===== src/rtl/bpred_pkg.sv =====
package bpred_pkg;

    typedef enum logic [1:0] {
        BK_NONE = 2'd0,
        BK_REL  = 2'd1,
        BK_COND = 2'd2,
        BK_REG  = 2'd3
    } br_kind_e;

    localparam logic [5:0] OPC_REL  = 6'd18;
    localparam logic [5:0] OPC_COND = 6'd16;
    localparam logic [5:0] OPC_XL   = 6'd19;
    localparam logic [9:0] XO_LINK  = 10'd16;
    localparam logic [9:0] XO_COUNT = 10'd528;

    typedef struct packed {
        br_kind_e kind;
        logic     abs_mode;
        logic     taken;
    } guess_t;

    function automatic br_kind_e classify(input logic [31:1] w);
        br_kind_e k;
        k = BK_NONE;
        if (w[31:26] == OPC_REL)
            k = BK_REL;
        else if (w[31:26] == OPC_COND)
            k = BK_COND;
        else if (w[31:26] == OPC_XL && (w[10:1] == XO_LINK || w[10:1] == XO_COUNT))
            k = BK_REG;
        return k;
    endfunction

endpackage


===== src/rtl/bp_decode.sv =====
module bp_decode
    import bpred_pkg::*;
#(
    parameter int ADDR_W = 32
) (
    input  logic              valid_i,
    input  logic [31:1]       insn_i,
    input  logic [ADDR_W-1:0] pc_i,
    output logic              pred_o,
    output logic              req_o,
    output logic [ADDR_W-1:0] addr_o
);
    localparam int REL_PAD  = ADDR_W - 26;
    localparam int COND_PAD = ADDR_W - 16;

    guess_t            g;
    logic [ADDR_W-1:0] disp;

    always_comb begin
        g.kind     = classify(insn_i);
        g.abs_mode = insn_i[1];
        g.taken    = 1'b0;
        disp       = '0;
        case (g.kind)
            BK_REL: begin
                disp    = {{REL_PAD{insn_i[25]}}, insn_i[25:2], 2'b00};
                g.taken = 1'b1;
            end
            BK_COND: begin
                disp    = {{COND_PAD{insn_i[15]}}, insn_i[15:2], 2'b00};
                g.taken = insn_i[15];
            end
            default: begin
                disp    = '0;
                g.taken = 1'b0;
            end
        endcase
    end

    assign pred_o = valid_i & g.taken;
    assign req_o  = pred_o;
    assign addr_o = g.abs_mode ? disp : (pc_i + disp);

endmodule


===== src/rtl/bp_exec_check.sv =====
module bp_exec_check #(
    parameter int ADDR_W = 32
) (
    input  logic              valid_i,
    input  logic              pred_i,
    input  logic              taken_i,
    input  logic [ADDR_W-1:0] target_i,
    input  logic [ADDR_W-1:0] pc_i,
    output logic              req_o,
    output logic [ADDR_W-1:0] addr_o
);
    localparam logic [ADDR_W-1:0] STEP = ADDR_W'(4);

    assign req_o  = valid_i & (pred_i ^ taken_i);
    assign addr_o = taken_i ? target_i : (pc_i + STEP);

endmodule


===== src/rtl/bp_redirect_arb.sv =====
module bp_redirect_arb #(
    parameter int ADDR_W = 32
) (
    input  logic              clk,
    input  logic              rst,
    input  logic              ex_req_i,
    input  logic [ADDR_W-1:0] ex_addr_i,
    input  logic              dec_req_i,
    input  logic [ADDR_W-1:0] dec_addr_i,
    output logic              valid_o,
    output logic [ADDR_W-1:0] addr_o,
    output logic              from_ex_o
);
    always_ff @(posedge clk) begin
        if (rst) begin
            valid_o   <= 1'b0;
            from_ex_o <= 1'b0;
            addr_o    <= '0;
        end else if (ex_req_i) begin
            valid_o   <= 1'b1;
            from_ex_o <= 1'b1;
            addr_o    <= ex_addr_i;
        end else if (dec_req_i) begin
            valid_o   <= 1'b1;
            from_ex_o <= 1'b0;
            addr_o    <= dec_addr_i;
        end else begin
            valid_o   <= 1'b0;
            from_ex_o <= 1'b0;
        end
    end

    // execute wins a collision
    assert_ex_priority_R9: assert property (@(posedge clk) disable iff (rst)
        ex_req_i |=> (valid_o && from_ex_o && addr_o == $past(ex_addr_i)));

    // decode-only request is tagged as decode
    assert_dec_source_R1: assert property (@(posedge clk) disable iff (rst)
        (dec_req_i && !ex_req_i) |=> (valid_o && !from_ex_o));

    // no request, no redirect
    assert_quiet_R5: assert property (@(posedge clk) disable iff (rst)
        (!dec_req_i && !ex_req_i) |=> !valid_o);

endmodule


===== src/rtl/bpred_top.sv =====
module bpred_top
    import bpred_pkg::*;
#(
    parameter int ADDR_W = 32
) (
    input  logic              clk,
    input  logic              rst,
    input  logic              dec_valid_i,
    input  logic [31:0]       dec_insn_i,
    input  logic [ADDR_W-1:0] dec_pc_i,
    input  logic              ex_valid_i,
    input  logic              ex_pred_i,
    input  logic              ex_taken_i,
    input  logic [ADDR_W-1:0] ex_target_i,
    input  logic [ADDR_W-1:0] ex_pc_i,
    output logic              dn_valid_o,
    output logic [31:0]       dn_insn_o,
    output logic [ADDR_W-1:0] dn_pc_o,
    output logic              dn_pred_o,
    output logic              redir_valid_o,
    output logic [ADDR_W-1:0] redir_addr_o,
    output logic              redir_from_ex_o
);
    logic              dec_pred;
    logic              dec_req;
    logic [ADDR_W-1:0] dec_addr;
    logic              ex_req;
    logic [ADDR_W-1:0] ex_addr;

    bp_decode #(.ADDR_W(ADDR_W)) u_decode (
        .valid_i (dec_valid_i),
        .insn_i  (dec_insn_i[31:1]),
        .pc_i    (dec_pc_i),
        .pred_o  (dec_pred),
        .req_o   (dec_req),
        .addr_o  (dec_addr)
    );

    bp_exec_check #(.ADDR_W(ADDR_W)) u_check (
        .valid_i  (ex_valid_i),
        .pred_i   (ex_pred_i),
        .taken_i  (ex_taken_i),
        .target_i (ex_target_i),
        .pc_i     (ex_pc_i),
        .req_o    (ex_req),
        .addr_o   (ex_addr)
    );

    bp_redirect_arb #(.ADDR_W(ADDR_W)) u_arb (
        .clk        (clk),
        .rst        (rst),
        .ex_req_i   (ex_req),
        .ex_addr_i  (ex_addr),
        .dec_req_i  (dec_req),
        .dec_addr_i (dec_addr),
        .valid_o    (redir_valid_o),
        .addr_o     (redir_addr_o),
        .from_ex_o  (redir_from_ex_o)
    );

    always_ff @(posedge clk) begin
        if (rst) begin
            dn_valid_o <= 1'b0;
            dn_pred_o  <= 1'b0;
            dn_insn_o  <= '0;
            dn_pc_o    <= '0;
        end else begin
            dn_valid_o <= dec_valid_i & ~ex_req;
            dn_pred_o  <= dec_pred;
            dn_insn_o  <= dec_insn_i;
            dn_pc_o    <= dec_pc_i;
        end
    end

    // an unsquashed decode input appears downstream next cycle
    assert_pass_down_R6: assert property (@(posedge clk) disable iff (rst)
        (dec_valid_i && !ex_req) |=> (dn_valid_o && dn_insn_o == $past(dec_insn_i)));

    // execute redirect squashes the decoded word
    assert_squash_R10: assert property (@(posedge clk) disable iff (rst)
        ex_req |=> !dn_valid_o);

    // register-target forms never carry a taken guess
    assert_reg_form_R4: assert property (@(posedge clk) disable iff (rst)
        (dec_insn_i[31:26] == OPC_XL) |=> !dn_pred_o);

    // agreement between guess and outcome never yields an execute redirect
    assert_agree_R7: assert property (@(posedge clk) disable iff (rst)
        (ex_pred_i == ex_taken_i) |=> !redir_from_ex_o);

    // idle decode input gives no downstream valid
    assert_idle_R12: assert property (@(posedge clk) disable iff (rst)
        !dec_valid_i |=> !dn_valid_o);

endmodule


===== config.mk =====
export PLATFORM = sky130hd
export DESIGN_NAME = bpred_top
export DESIGN_NICKNAME = d
export VERILOG_FILES = /design/src/rtl/bpred_pkg.sv /design/src/rtl/bp_decode.sv /design/src/rtl/bp_exec_check.sv /design/src/rtl/bp_redirect_arb.sv /design/src/rtl/bpred_top.sv
export SDC_FILE = /design/constraint.sdc
export NUM_CORES = 1
export LEC_CHECK = 0
export BUFFER_PORTS_ARGS = -buffer_cell sky130_fd_sc_hd__buf_2
export CAP_MARGIN = 40
export CORE_MARGIN = 3
export CORE_UTILIZATION = 40
export DETAILED_ROUTE_END_ITERATION = 12
export PLACE_DENSITY = 0.81
export SLEW_MARGIN = 20
export SYNTH_ARGS = -nofsm -noshare
export SYNTH_HDL_FRONTEND = slang
export SYNTH_SLANG_ARGS = --single-unit

===== constraint.sdc =====
create_clock -name clk -period 3.7 [get_ports clk]
set_clock_uncertainty 0.1 [all_clocks]
set_input_delay 0.74 -clock clk [delete_from_list [all_inputs] [get_ports clk]]
set_output_delay 0.74 -clock clk [all_outputs]
set_load 0.02 [all_outputs]

==> results.yml <==
worst_setup_path:
  r2r-start: "u_arb.addr_o[30]"
  crit_path_end: "u_arb.addr_o[30]"
  cp_slowest_cell: "a2111oi_4"
  path_max_fanout: 7
  crit_top_cell: "buf_6"
  r2r_cells: 3
  cp-start-kind: "primary input"
  end_kind: "flip-flop"
  cp_data_required_time_ps: 3810
  crit_start: "dec_insn_i[31]"
  cp.depth: 16
  cp_cell_sequence: "buf_6, nand2b_4, nor4_4, buf_6, and2_4, ha_4, fa_2, a211o_1, o211ai_1, a2111oi_4, o2111ai_2, and4_4, nor3_4, a31oi_2, xor2_1, o22ai_1"
  ff2ff_setup_slack_ps: 2500
  cp.buffers_inverters: 2
  path_class: "in -> reg"
  critPathArrivalTime_ps: 3710
  crit_family: "compound AO/OA/AOI/OAI gates"
  slowest_delay_ps: 500
  r2r-end: "u_arb.addr_o[30]"
sta:
  finalCritPeriodShare: 0.972
  finalSetupViolations: 0
  maxSlewHeadroom: 0.606
  max_freq_ghz: 0.278
  period_needed_ps: 3600
  finalHoldViolCount: 0
  holdWs_ps: 432
  tightest_slew_ps: 591
  finalMaxSlewViolations: 0
synthesis:
  synth_common_cells: "dfxtp_1, nand2_1, a21oi_1, nor2b_1, nor2_1"
  synth_nets: 881
  avgSynthCellArea_um2: 8.25
  synth.top_cell.area_share: 0.339
  ys_ff_latch: 100
  synth_area_leaders: "dfxtp_1, ha_1, nor2b_1"
  ys_warn_count: 0
  ys.flop_type: "dfxtp_1"
  async_reset_ff_frac: 0
  yosysMostFrequentCell: "dfxtp_1"
  syn_area_mm2: 0.00591
  yosysSeqAreaShare: 0.339
  synth_cells: 716
  synth-edff-count: 0
  synth_cell_type_count: 56
  yosysTopAreaCell: "dfxtp_1"
floorplanning:
  core_mm2: 0.0141
  die_area_mm2: 0.0163
  die_y_um: 128
  io_pins: 234
  fp-row-count: 43
  initial_core_util: 0.417
  die_w_um: 128
cts:
  htree_levels: 3
  cts.sinks: 100
  clock_latency_ps: 350
  numCtsBuffers: 9
  cts_buffer_depth: 2
  cts-root-buf: "clkbuf_16"
  cts_tree: "done"
  clk_transition_reported_paths_ps: 70
grt:
  grt_pass1_vias: 5911
  grt_pass1_wl_um: 29800
  antenna_found_initial: 0
  grtUsageTotal: 0.230
  grt_max_degree: 61
  gr-total-overflow: 0
drt:
  via_count: 6190
  drt_iter0_drc: 368
  ant_nets: 0
  viasPerCell: 5.20
  drt_pre_antenna_iters: 5
  drc: 0
  routedWlPerCell_um: 16.3
  drt_wl_total_um: 19400
placed_design:
  routabilityCongestion: 0.907
  dp_hpwl_um: 15300
  port_buffers: 233
run_status:
  status: "complete, no violations"
layout:
  diodes: 0
  syn_to_final_growth_pct: 39.2
  final_nets: 1170
  fin_util: 0.581
  drive_above_1_share: 0.374
power_and_ir_drop:
  ir_drop_mv: 0.222
  comb_power_share: 0.217
  leakagePower_nw: 3.98
  p_total_mw: 2.65
  p_int_mw: 1.89
  p_sw_mw: 0.762
  swShare: 0.288
  power_frac_seq: 0.438
  power_frac_clock: 0.344
  power_density_mw_per_mm2: 322
run:
  maxCapViolations: 0
hold_path:
  hp-class: "reg -> reg"
[registers in the layout, summed over array words and instances (netlist names)]
signal,cells
dn_insn_o,32
dn_pc_o,32
u_arb.addr_o,32
dn_pred_o,1
dn_valid_o,1
u_arb.from_ex_o,1
u_arb.valid_o,1
[stage by stage]
step	cell area, µm²	setup TNS [ps]	setup slack, ps	cells
floorplan	5920	0	24.1	716
global placement	7720	-1890	-235	1167
detailed placement	7740	-2580	-302	1168
CTS	8030	0	18.6	1184
global route	8220	-35.2	-18.8	1190
finish	8220	0	103	1190
[worst min-delay path by stage]
stage                     start                to  cells after the start
2_1_floorplan  u_arb.addr_o[31]  u_arb.addr_o[31]                      2
3_3_place_gp   u_arb.addr_o[26]  u_arb.addr_o[26]                      2
3_5_place_dp   u_arb.addr_o[26]  u_arb.addr_o[26]                      2
4_1_cts        u_arb.addr_o[26]  u_arb.addr_o[26]                      2
5_1_grt        u_arb.addr_o[26]  u_arb.addr_o[26]                      2
6_report       u_arb.addr_o[26]  u_arb.addr_o[26]                      2
[cells by family (layout without fill, tap and decap cells)]
family / Yosys count / in the layout / synth area share
AOI/OAI and AO/OA: 206 / 206 / 0.230
xor gates and xnor gates: 53 / 53 / 0.0786
adders and majority gates: 31 / 31 / 0.0669
buffers and inverters: 59 / 353 / 0.0460
DFF: 100 / 100 / 0.339
muxes: 9 / 9 / 0.0153
and+or+nand+nor: 258 / 258 / 0.224
[power by group through the flow]
stage | clock [mW] | sequential (mW) | combinational (mW)
after floorplan | 0 | 1.27 | 0.230
after global placement | 0 | 1.18 | 0.552
after detailed placement | 0 | 1.19 | 0.560
after CTS | 0.930 | 1.16 | 0.563
after global routing | 0.969 | 1.17 | 0.628
final | 0.913 | 1.16 | 0.576
[worst register-to-register path: stages (launching register included)]
cell	delay, ps
dfxtp_1	360
nor2_1	80
or4_1	410
o22ai_1	180
[metal layers]
layer	wire [µm]	GRT usage	part of all wire	up-vias
met3	1820	0.0535	0.093	35
met2	8760	0.370	0.45	290
li1	-	-	-	3107
met1	8400	0.298	0.43	2758
met5	0	0	0	-
met4	467	0.0902	0.024	0
[cells in the final DEF (no fill, tap or decap), types with 4 or more instances in the layout]
cell type / netlist / routed
nand3_1: 24 / 24
buf_2: 2 / 231
o21ai_1: 7 / 6
nand4_1: 8 / 8
nor2b_1: 54 / 54
and2_1: 15 / 13
o21ai_0: 37 / 33
ha_1: 30 / 27
clkbuf_16: 0 / 9
and3_1: 8 / 8
a21oi_1: 62 / 56
xnor2_1: 16 / 16
o22ai_1: 10 / 9
a21oi_2: 0 / 6
nand2b_1: 8 / 7
nor2_1: 51 / 49
xor2_1: 37 / 37
a21o_1: 18 / 18
or3_1: 4 / 4
mux2i_1: 9 / 9
a211oi_1: 17 / 17
nand2_1: 66 / 66
dfxtp_1: 100 / 100
o211ai_1: 24 / 24
nor3_1: 6 / 5
buf_4: 0 / 81
o21ai_2: 0 / 5
inv_1: 20 / 20
[cell type report]
class	count	area, µm²
Clock buffer	13	270
Clock inverter	3	20.0
Fill cell	1278	5930
Inverter	20	75.1
Multi-Input combinational cell	557	3780
Sequential cell	100	2000
Tap cell	180	225
Timing Repair Buffer	317	1850
[what timing repair did]
action,in CTS,in global routing
endpoints found under the setup margin,0,12
buffers inserted,0,6
resized for setup,0,35
hold buffers,0,0
Note: power is estimated with default switching activity, not from simulation.
